**src/rtl/prio_pic_pkg.sv**
```systemverilog
// Shared constants and helpers for the priority interrupt controller.
// Assumes a 16-bit register bus with 4-bit word addresses.
package prio_pic_pkg;
    localparam int DATA_W    = 16;
    localparam int PRIO_W    = 3;
    localparam int VEC_W     = 5;
    localparam int CTRL_W    = 4;      // {mask, prio[2:0]}
    localparam int SLAVE_BIT = 14;     // configuration: subordinate mode
    localparam int NSPEC_BIT = 15;     // end-of-service: by rank
    localparam int REQ_BIT   = 15;     // poll words: request present

    typedef enum logic [3:0] {
        A_CFG   = 4'd0,
        A_EOI   = 4'd2,
        A_POLL  = 4'd3,
        A_PSTAT = 4'd4,
        A_INSVC = 4'd5,
        A_PEND  = 4'd6
    } addr_e;

    localparam logic [3:0] A_CTRL0 = 4'd8;

    // Build a poll-layout word from a found flag and a vector.
    function automatic logic [DATA_W-1:0] poll_word(input logic found,
                                                     input logic [VEC_W-1:0] vec);
        logic [DATA_W-1:0] w;
        w = '0;
        if (found) begin
            w[REQ_BIT]     = 1'b1;
            w[VEC_W-1:0]   = vec;
        end
        return w;
    endfunction
endpackage

```
**src/rtl/pic_src_map.sv**
```systemverilog
// Maps raw timer and external lines onto arbitration slots by mode.
// Slots 0..NUM_TMR-1 are timer slots, the rest are external slots.
// Assumes inputs are already synchronous to clk.
module pic_src_map #(
    parameter int NUM_TMR = 3,
    parameter int NUM_EXT = 2,
    localparam int NSRC   = NUM_TMR + NUM_EXT
) (
    input  logic               slave,
    input  logic [NUM_TMR-1:0] tmr_req,
    input  logic [NUM_EXT-1:0] ext_req,
    output logic [NSRC-1:0]    slot_req,
    output logic [NSRC-1:0]    slot_act
);
    for (genvar t = 0; t < NUM_TMR; t++) begin : g_tmr
        if (t == 0) begin : g_shared
            // Slot 0: all timers merged in stand-alone mode, timer 0 alone otherwise
            assign slot_req[0] = slave ? tmr_req[0] : |tmr_req;
            assign slot_act[0] = 1'b1;
        end else begin : g_own
            // Remaining timer slots exist only in subordinate mode
            assign slot_req[t] = slave & tmr_req[t];
            assign slot_act[t] = slave;
        end
    end

    for (genvar e = 0; e < NUM_EXT; e++) begin : g_ext
        // External slots are cut off in subordinate mode
        assign slot_req[NUM_TMR+e] = ~slave & ext_req[e];
        assign slot_act[NUM_TMR+e] = ~slave;
    end
endmodule

```
**src/rtl/pic_arbiter.sv**
```systemverilog
// Picks the requesting slot with the lowest priority value; ties go to
// the lowest index. Purely combinational.
module pic_arbiter
    import prio_pic_pkg::*;
#(
    parameter int N       = 5,
    localparam int IDX_W  = (N > 1) ? $clog2(N) : 1
) (
    input  logic [N-1:0]        req,
    input  logic [N*PRIO_W-1:0] prio_flat,
    output logic                found,
    output logic [IDX_W-1:0]    idx,
    output logic [PRIO_W-1:0]   best
);
    // Linear scan; strict compare keeps the earlier index on a tie
    always_comb begin
        found = 1'b0;
        idx   = '0;
        best  = '1;
        for (int i = 0; i < N; i++) begin
            logic [PRIO_W-1:0] p;
            p = prio_flat[i*PRIO_W +: PRIO_W];
            if (req[i] && (!found || p < best)) begin
                found = 1'b1;
                idx   = IDX_W'(i);
                best  = p;
            end
        end
    end
endmodule

```
**src/rtl/prio_pic.sv**
```systemverilog
// Priority interrupt controller with acknowledge and peek poll words,
// specific and ranked end-of-service, and a subordinate mode.
// Assumes NUM_TMR + NUM_EXT <= 8 (control words at addresses 8..15)
// and VEC_BASE + slots fits in 5 bits.
module prio_pic
    import prio_pic_pkg::*;
#(
    parameter int NUM_TMR  = 3,
    parameter int NUM_EXT  = 2,
    parameter int VEC_BASE = 8
) (
    input  logic               clk,
    input  logic               rst_n,
    input  logic               bus_rd,
    input  logic               bus_wr,
    input  logic [3:0]         bus_addr,
    input  logic [15:0]        bus_wdata,
    output logic [15:0]        bus_rdata,
    input  logic [NUM_TMR-1:0] tmr_req,
    input  logic [NUM_EXT-1:0] ext_req,
    input  logic               int_ack,
    output logic               cpu_irq,
    output logic               up_req
);
    localparam int NSRC  = NUM_TMR + NUM_EXT;
    localparam int IDX_W = (NSRC > 1) ? $clog2(NSRC) : 1;

    logic                   slave_q;
    logic [NSRC*CTRL_W-1:0] ctrl_q;
    logic [NSRC-1:0]        pend_q, insvc_q, req_q;
    logic [DATA_W-1:0]      rdata_q;

    logic [NSRC-1:0]        slot_req, slot_act, req_rise;
    logic [NSRC-1:0]        mask;
    logic [NSRC*PRIO_W-1:0] prio_flat;
    logic [NSRC-1:0]        elig, ack_set, eoi_clr;

    logic                   is_found, pd_found;
    logic [IDX_W-1:0]       is_idx, pd_idx;
    logic [PRIO_W-1:0]      is_best, pd_best;

    logic                   ack_req, ack_fire, eoi_wr, eoi_nspec;
    logic [VEC_W-1:0]       eoi_vec, win_vec;
    logic [DATA_W-1:0]      win_word, rd_next;
    logic                   unused_wdata;

    assign unused_wdata = ^bus_wdata[13:5];

    pic_src_map #(.NUM_TMR(NUM_TMR), .NUM_EXT(NUM_EXT)) u_map (
        .slave    (slave_q),
        .tmr_req  (tmr_req),
        .ext_req  (ext_req),
        .slot_req (slot_req),
        .slot_act (slot_act)
    );

    for (genvar i = 0; i < NSRC; i++) begin : g_fields
        // Split each control word into mask and priority
        assign mask[i] = ctrl_q[i*CTRL_W + 3];
        assign prio_flat[i*PRIO_W +: PRIO_W] = ctrl_q[i*CTRL_W +: PRIO_W];
    end

    assign req_rise = slot_req & ~req_q;

    // Rank among slots already in service
    pic_arbiter #(.N(NSRC)) u_is_arb (
        .req       (insvc_q),
        .prio_flat (prio_flat),
        .found     (is_found),
        .idx       (is_idx),
        .best      (is_best)
    );

    // Eligibility: pending, unmasked, strictly above every in-service slot
    always_comb begin
        for (int i = 0; i < NSRC; i++) begin
            elig[i] = pend_q[i] & ~mask[i] &
                      (~is_found | (prio_flat[i*PRIO_W +: PRIO_W] < is_best));
        end
    end

    // Winner among eligible slots
    pic_arbiter #(.N(NSRC)) u_pd_arb (
        .req       (elig),
        .prio_flat (prio_flat),
        .found     (pd_found),
        .idx       (pd_idx),
        .best      (pd_best)
    );

    assign win_vec  = VEC_W'(VEC_BASE) + VEC_W'(pd_idx);
    assign win_word = poll_word(pd_found, win_vec);

    assign ack_req   = (bus_rd && bus_addr == A_POLL) || int_ack;
    assign ack_fire  = ack_req && pd_found;
    assign eoi_wr    = bus_wr && bus_addr == A_EOI;
    assign eoi_nspec = bus_wdata[NSPEC_BIT];
    assign eoi_vec   = bus_wdata[VEC_W-1:0];

    // Per-slot set and clear masks for the in-service bits
    always_comb begin
        for (int i = 0; i < NSRC; i++) begin
            ack_set[i] = ack_fire && pd_idx == IDX_W'(i);
            if (!eoi_wr)
                eoi_clr[i] = 1'b0;
            else if (eoi_nspec)
                eoi_clr[i] = is_found && is_idx == IDX_W'(i);
            else
                eoi_clr[i] = eoi_vec == VEC_W'(VEC_BASE + i);
        end
    end

    // Read mux for the registered read port
    always_comb begin
        rd_next = '0;
        case (bus_addr)
            A_CFG:   rd_next[SLAVE_BIT] = slave_q;
            A_POLL,
            A_PSTAT: rd_next = win_word;
            A_INSVC: rd_next[NSRC-1:0] = insvc_q;
            A_PEND:  rd_next[NSRC-1:0] = pend_q;
            default: begin
                for (int i = 0; i < NSRC; i++) begin
                    if (bus_addr == A_CTRL0 + 4'(i))
                        rd_next[CTRL_W-1:0] = ctrl_q[i*CTRL_W +: CTRL_W];
                end
            end
        endcase
    end

    // Configuration and control word storage
    always_ff @(posedge clk) begin
        if (!rst_n) begin
            slave_q <= 1'b0;
            ctrl_q  <= {NSRC{4'hF}};
        end else if (bus_wr) begin
            if (bus_addr == A_CFG)
                slave_q <= bus_wdata[SLAVE_BIT];
            for (int i = 0; i < NSRC; i++) begin
                if (bus_addr == A_CTRL0 + 4'(i))
                    ctrl_q[i*CTRL_W +: CTRL_W] <= bus_wdata[CTRL_W-1:0];
            end
        end
    end

    // Request edge capture, pending and in-service tracking
    always_ff @(posedge clk) begin
        if (!rst_n) begin
            req_q   <= '0;
            pend_q  <= '0;
            insvc_q <= '0;
        end else begin
            req_q   <= slot_req;
            pend_q  <= ((pend_q & ~ack_set) | req_rise) & slot_act;
            insvc_q <= ((insvc_q & ~eoi_clr) | ack_set) & slot_act;
        end
    end

    // Read data register, updated once per read strobe
    always_ff @(posedge clk) begin
        if (!rst_n)
            rdata_q <= '0;
        else if (bus_rd)
            rdata_q <= rd_next;
    end

    assign bus_rdata = rdata_q;
    assign cpu_irq   = pd_found & ~slave_q;
    assign up_req    = pd_found & slave_q;


    poll_sets_is_chk: assert property (@(posedge clk) disable iff (!rst_n)
        ack_fire |=> ((insvc_q & $past(ack_set)) == $past(ack_set)));


    peek_no_effect_chk: assert property (@(posedge clk) disable iff (!rst_n)
        (bus_rd && bus_addr == A_PSTAT && !int_ack && !bus_wr && req_rise == '0)
        |=> ($stable(insvc_q) && $stable(pend_q)));


    nest_rank_chk: assert property (@(posedge clk) disable iff (!rst_n)
        (pd_found && is_found) |-> (pd_best < is_best));


    eoi_rank_clear_chk: assert property (@(posedge clk) disable iff (!rst_n)
        (eoi_wr && eoi_nspec && is_found && !ack_fire)
        |=> ($countones(insvc_q) + 1 == $countones($past(insvc_q))));


    slave_ext_off_chk: assert property (@(posedge clk) disable iff (!rst_n)
        (slave_q && $past(slave_q)) |-> (pend_q[NSRC-1:NUM_TMR] == '0));


    irq_drop_chk: assert property (@(posedge clk) disable iff (!rst_n)
        (ack_fire && $countones(elig) == 1 && req_rise == '0 && !bus_wr)
        |=> !(cpu_irq || up_req));
endmodule

```
**config.mk**
```make
export PLATFORM = sky130hd
export DESIGN_NAME = prio_pic
export DESIGN_NICKNAME = d
export VERILOG_FILES = /design/src/rtl/prio_pic_pkg.sv /design/src/rtl/pic_src_map.sv /design/src/rtl/pic_arbiter.sv /design/src/rtl/prio_pic.sv
export SDC_FILE = /design/constraint.sdc
export NUM_CORES = 1
export LEC_CHECK = 0
export ABC_CLOCK_PERIOD_IN_PS = 29600
export BUFFER_PORTS_ARGS = -buffer_cell sky130_fd_sc_hd__buf_4
export CORE_ASPECT_RATIO = 2
export CORE_UTILIZATION = 43
export DETAILED_ROUTE_END_ITERATION = 10
export PLACE_DENSITY_LB_ADDON = 0.08
export SLEW_MARGIN = 30
export SYNTH_ARGS = -nofsm -noshare
export SYNTH_HDL_FRONTEND = slang
export SYNTH_SLANG_ARGS = --single-unit
```
**constraint.sdc**
```tcl
create_clock -name clk -period 29.6 [get_ports clk]
set_input_delay 8.88 -clock clk [delete_from_list [all_inputs] [get_ports clk]]
set_output_delay 8.88 -clock clk [all_outputs]
set_load 0.005 [all_outputs]
```
==> parameters.txt, run 1 <==
Parameter                              Value

Run status
  Outcome    finished, final reports clean

Finish
  Post-route non-filler standard cell count    roughly 600
  Area growth, synth to finish    9.37%
  Antenna Cells    0
  Share of post-route cells with drive strength above 1    between 10% and 20%
  Net count, final    between 500 and 600

Worst setup path
  Launching point of the worst reg2reg path    insvc_q[0]
  Beginning of the critical path    insvc_q[0]
  Critical Path Source Type    flop
  Category of the critical setup timing path    flop to output pin
  Cell at the slowest stage of the critical path    sky130_fd_sc_hd__dfxtp_1
  Crit path required time    about 21 ns
  Cell repeated most along the worst path    sky130_fd_sc_hd__nand2_1
  CP max FO    13
  Category of the worst setup path capture point    output pin
  Arrival time at the worst endpoint    8.47 ns
  Maximum single-stage delay on the critical path    0.69 ns

Timing
  Crit share post-route    58.6%
  Final-report setup violation count    0
  Highest clock frequency the design can meet    0.0576 GHz
  Minimum period implied by the final worst setup slack    17.35 ns
  Slew @ Worst Pin    0.821 ns
  RSZ-0062 raised after global routing    no
  Slew Viols, Final    0
  Largest clock skew in the final design    0.00788 ns
  TNS Setup    0 ns
  Worst max-slew margin expressed relative to the limit    44.7%
  Final Hold Fails    0
  Min Hold Slack    0.433 ns
  Crit path setup slack, layout    12.25 ns

Yosys
  Sequential element share of the synthesized area    23.4%
  Mean instance size in the synthesized netlist    7.60 µm²
  Post-synth top area share    23.4%
  Synth Area in Adders    5.63%
  Share of synthesized area spent on multiplexers    6.08%
  Number of warnings reported in the yosys synthesis log    0
  Count of flip-flops with a built-in enable after synthesis    0
  Leading post-synthesis cells by cell area    sky130_fd_sc_hd__dfxtp_1, sky130_fd_sc_hd__nand2_1, sky130_fd_sc_hd__mux2i_1, sky130_fd_sc_hd__ha_1, sky130_fd_sc_hd__nor2_1
  Count of unique library cells instantiated by Yosys    80
  Gate Count Post-Synth    485
  XOR/XNOR Fraction of Synth Area    0%
  Fraction of registers with async set/reset    0%
  Combinational family with the most area after synthesis    compound AO/OA/AOI/OAI gates
  Most used DFF post-synth    sky130_fd_sc_hd__dfxtp_1
  Share of the synthesized area in compound gates (AO/OA/AOI/OAI)    33.3%
  Cell with the most instances after synthesis    sky130_fd_sc_hd__nand2_1
  Cell area after technology mapping    0.00369 mm²
  Most area-hungry cell type in the Yosys netlist    sky130_fd_sc_hd__dfxtp_1
  Simple-gate area share of the yosys netlist    24.7%
  Most used standard cells in the synthesized netlist    sky130_fd_sc_hd__nand2_1, sky130_fd_sc_hd__dfxtp_1, sky130_fd_sc_hd__nor2_1, sky130_fd_sc_hd__a21oi_1, sky130_fd_sc_hd__o21ai_0
  Register bit count reported by yosys    43

Route
  Wirelength per Cell    21.1 µm
  Number of vias per cell    6.34
  Count of antenna-violating nets left after detailed routing    0
  Number of iterations in the first detailed-routing pass    5
  DRC errors left    0
  Number of DRC markers after the initial detailed-route iteration    210
  Routed wire length    12,600 µm
  Via total after detailed routing    3,790

Die
  Site Rows    47
  Die width    67.5 µm
  Starting density of the core    between 40 and 50%
  Die ar.    0.00897 mm²
  Placeable core region    0.00829 mm²
  Vertical die dimension    133 µm
  # IOs    48

Global routing
  Total GRT Usage    29.4%
  Antenna violations before repair    0
  Pin count of the biggest net entering global routing    37
  Global-route wire length before repair    19,300 µm
  Overflow left after global routing    0
  Via count of the first global-routing pass    3,743

CTS
  Clock transition at the registers of the reported paths    around 0.060 ns
  CTS sink cnt    43
  Post_cts resized    0
  Clock tree from TritonCTS    yes
  Maximum clock path buffer count    2
  CTS Root Cell    sky130_fd_sc_hd__clkbuf_16
  Number of H-tree levels    2
  Number of CTS-inserted buffers    5
  Clock network latency to the later pin of the worst-skew pair    around 0.30 ns
  Number of buffers inserted for hold repair after clock tree synthesis    0
  Number of post-CTS setup repair buffers    0

Power
  Maximum VDD drop    40.8 µV
  Power density over the cells    32.6 mW/mm²
  Post-route total power    0.000132 W
  Leakage power figure    1.63 nW

Place
  Number of port buffers    29
  Pre-CTS worst setup slack    roughly 13 ns
  Post-DP HPWL    9920 µm
  Post-Place Cells    ~600
  Routability-driven placement congestion ratio    0.947

Min path
  Beginning of the worst hold path    req_q[3]
  Path category of the worst min-delay check    flop to flop

Run
  Max-cap violations    0
-- report_power, final --
group	leakage [nW]	total, W	internal (W)	switching (W)
clock	0.0733	0.0000541	0.0000308	0.0000233
sequential	0.351	0.0000614	0.0000595	0.00000194
combinational	1.20	0.0000160	0.00000648	0.00000950
-- per-layer routing --
| metal | wire length, µm | share of wire (%) | vias to the layer above | track usage, % |
|---|---|---|---|---|
| met1 | 4600 | 36 | 1785 | 29.6 |
| met5 | 0 | 0 | - | 0 |
| met3 | 474 | 3.8 | 47 | 4.05 |
| met4 | 811 | 6.4 | 0 | 21.3 |
| li1 | - | - | 1821 | - |
| met2 | 6740 | 53 | 137 | 51.7 |
-- per-stage QoR --
| stage | utilization [%] | instance area [µm²] |
|---|---|---|
| 2_1_floorplan | - | 3720 |
| 3_3_place_gp | 46.9 | 3890 |
| 3_5_place_dp | 46.9 | 3890 |
| 4_1_cts | 48.6 | 4030 |
| 5_1_grt | 48.6 | 4030 |
| 6_report | 48.6 | 4030 |
-- layout make-up --
cell class                      instances  area (µm²)
Fill cell                             880        4260
Multi-Input combinational cell        397        2600
Sequential cell                        43         861
Timing Repair Buffer                   29         218
Clock buffer                            5         125
Tap cell                               98         123
Inverter                               23        86.3
Clock inverter                          3        15.0
-- state kept, by name, summed over array words and instances, names as in the netlist --
name       count
insvc_q        5
slave_q        1
req_q          5
pend_q         5
bus_rdata      7
ctrl_q        20
-- cell usage in the layout (no fill, tap or decap), drive strengths merged, types with 4 or more instances in the layout --
cell	instances
conb	9
o21ai	30
nor3b	4
or2	7
a22oi	6
nor2b	14
nor2	41
a21boi	4
o211ai	15
and2	4
o21a	10
clkbuf	5
o21bai	4
nand2b	15
o22ai	10
or3	5
nand4	7
nor3	11
a221oi	4
inv	23
a21oi	28
nand2	55
dfxtp	43
mux2i	19
buf	29
a31oi	4
a211oi	9
nand3	6
ha	15
-- kinds of logic (layout without fill, tap and decap cells) --
logic type      Yosys count  in the layout
compound gates          166            166
fa+ha+maj                17             17
buf+inv                  53             60
flops                    43             43
mux                      22             22
other cells               1              9
simple gates            183            183
-- worst max-delay path: cells and delay by family (launching register included) --
family / cells / cell delay (ns)
and+or+nand+nor: 16 / 2.53
AOI/OAI and AO/OA: 13 / 2.52
adders and majority gates: 5 / 1.51
DFF: 1 / 0.69
muxes: 2 / 0.50
buffers and inverters: 3 / 0.40
-- final timing paths --
kind | endpoint | cells past startpoint | slack, ns
max | up_req | 39 | 12.25
min | pend_q[3] | 1 | 0.43
max reg2reg | pend_q[3] | 63 | 15.59
min reg2reg | pend_q[3] | 1 | 0.43
No activity file was read; power rests on OpenSTA's default activity.
==> run 2: changes to the inputs <==
ABC_CLOCK_PERIOD_IN_PS = 16500   (was 29600)
clock period = 16.5 ns   (was 29.6 ns; I/O delays follow)
==> run 2 against run 1 <==
Compared with the run above:
- first-iteration DRC count up 28%
- combinational power grew 78%
- via count shrank 1.2%
- total power is 85% higher
- sequential power rose by 79%
- largest cell class unchanged
==> parameters.txt, run 2 (synthesis gave the netlist of run 1 again) <==
Parameter                              Value

Run status
  Outcome    finished, final reports clean

CTS
  Post_cts resized    0
  Number of CTS-inserted buffers    5
  Clock tree from TritonCTS    yes
  Number of H-tree levels    2
  CTS Root Cell    sky130_fd_sc_hd__clkbuf_16
  Maximum clock path buffer count    2
  Number of buffers inserted for hold repair after clock tree synthesis    0
  Clock network latency to the later pin of the worst-skew pair    0.29 ns
  Number of post-CTS setup repair buffers    0
  Clock transition at the registers of the reported paths    0.06 ns
  CTS sink cnt    43

Timing
  Final Hold Fails    0
  TNS Setup    0 ns
  Slew Viols, Final    0
  Minimum period implied by the final worst setup slack    13.89 ns
  Crit share post-route    84.2%
  Min Hold Slack    around 0.43 ns
  Worst max-slew margin expressed relative to the limit    50.3%
  Crit path setup slack, layout    2.61 ns
  Highest clock frequency the design can meet    0.0720 GHz
  Largest clock skew in the final design    0.00218 ns
  Slew @ Worst Pin    around 0.74 ns
  RSZ-0062 raised after global routing    no
  Final-report setup violation count    0

Worst setup path
  Cell repeated most along the worst path    sky130_fd_sc_hd__ha_1
  Arrival time at the worst endpoint    14.05 ns
  Crit path required time    between 15 and 20 ns
  Category of the worst setup path capture point    flop
  CP max FO    13
  Category of the critical setup timing path    flop to flop
  Buffers plus inverters on the worst setup path    4
  Critical Path Source Type    flop
  Flop-to-flop setup slack    2.61 ns
  Cell at the slowest stage of the critical path    sky130_fd_sc_hd__dfxtp_1
  Maximum single-stage delay on the critical path    approximately 0.70 ns
  Top Family by Delay on Critical Path    compound AO/OA/AOI/OAI gates

Global routing
  Pin count of the biggest net entering global routing    37
  Global-route wire length before repair    18,800 µm
  Antenna violations before repair    0
  Overflow left after global routing    0
  Total GRT Usage    28.9%
  Via count of the first global-routing pass    3,579

Route
  Count of antenna-violating nets left after detailed routing    0
  Number of iterations in the first detailed-routing pass    4
  DRC errors left    0
  Number of vias per cell    roughly 6.2
  Via total after detailed routing    3,743
  Wirelength per Cell    20.6 µm
  Routed wire length    12,300 µm
  Number of DRC markers after the initial detailed-route iteration    around 270

Die
  Vertical die dimension    133 µm
  # IOs    48
  Starting density of the core    44.5%
  Site Rows    47
  Placeable core region    0.00829 mm²
  Die width    67.5 µm
  Die ar.    0.00897 mm²

Place
  Pre-CTS worst setup slack    between 2 and 3 ns
  Routability-driven placement congestion ratio    0.941
  Post-DP HPWL    9930 µm
  Number of port buffers    29

Finish
  Largest Register    ctrl_q
  Commonest non-fill, non-tap cell in the layout    sky130_fd_sc_hd__nand2_1
  Net count, final    545
  Share of post-route cells with drive strength above 1    12.0%
  Final core utilization    48.9%
  Flip-flop count of the largest register after layout    20
  Top library cells by usage in the layout, fill and taps aside    sky130_fd_sc_hd__nand2_1, sky130_fd_sc_hd__dfxtp_1, sky130_fd_sc_hd__nor2_1, sky130_fd_sc_hd__buf_4, sky130_fd_sc_hd__a21oi_1
  Antenna Cells    0
  Area growth, synth to finish    10.0%

Power
  Power density over the cells    60.0 mW/mm²
  Post-route total power    roughly 0.00024 W
  Leakage power figure    1.64 nW
  Maximum VDD drop    between 60 and 70 µV

Min path
  Path category of the worst min-delay check    flop to flop

Run
  Max-cap violations    0
[run 2: cell count changes in the layout (fill, tap and decap cells not counted), sizes merged]
cell    change
clkinv      -3
buf         +1
clkbuf      +3
[run 2: worst paths after layout]
check | cells past startpoint | end | start
setup / recovery | 62 | pend_q[3] | insvc_q[0]
hold / removal | 1 | pend_q[3] | req_q[3]
setup reg to reg | 62 | pend_q[3] | insvc_q[0]
hold reg to reg | 1 | pend_q[3] | req_q[3]
[run 2: report_power, final]
| group | switching [W] | internal, W |
|---|---|---|
| clock | 0.0000402 | 0.0000644 |
| sequential | 0.00000349 | 0.000107 |
| combinational | 0.0000169 | 0.0000116 |
[run 2: area by class of cell]
cell class | count | area, µm²
flip-flops and latches | 43 | 861
inverters | 23 | 86.3
well taps | 98 | 123
clock buffers | 8 | 156
fillers | 851 | 4240
multi-input cells | 397 | 2600
repair buffers | 30 | 225
[run 2: worst register-to-register path, delay by kind of cell (launching register included)]
kind | cells | cell delay, ns
and+or+nand+nor | 20 | 3.53
buffers and inverters | 4 | 0.39
DFF | 1 | 0.70
AOI/OAI and AO/OA | 24 | 4.99
muxes | 5 | 1.53
adders and majority gates | 9 | 2.59
[run 2: metal layers]
layer	vias to the layer above	wire length, µm	GRT usage (%)
met2	117	6590	51.4
met3	56	489	3.10
li1	1826	-	-
met1	1744	4240	28.3
met5	-	0	0
met4	0	1020	22.5
[run 2: metrics by stage]
stage          std cells  instance area (µm²)
5_1_grt              599                 4060
6_report             599                 4060
2_1_floorplan        493                 3720
4_1_cts              599                 4060
3_5_place_dp         591                 3900
3_3_place_gp         591                 3900
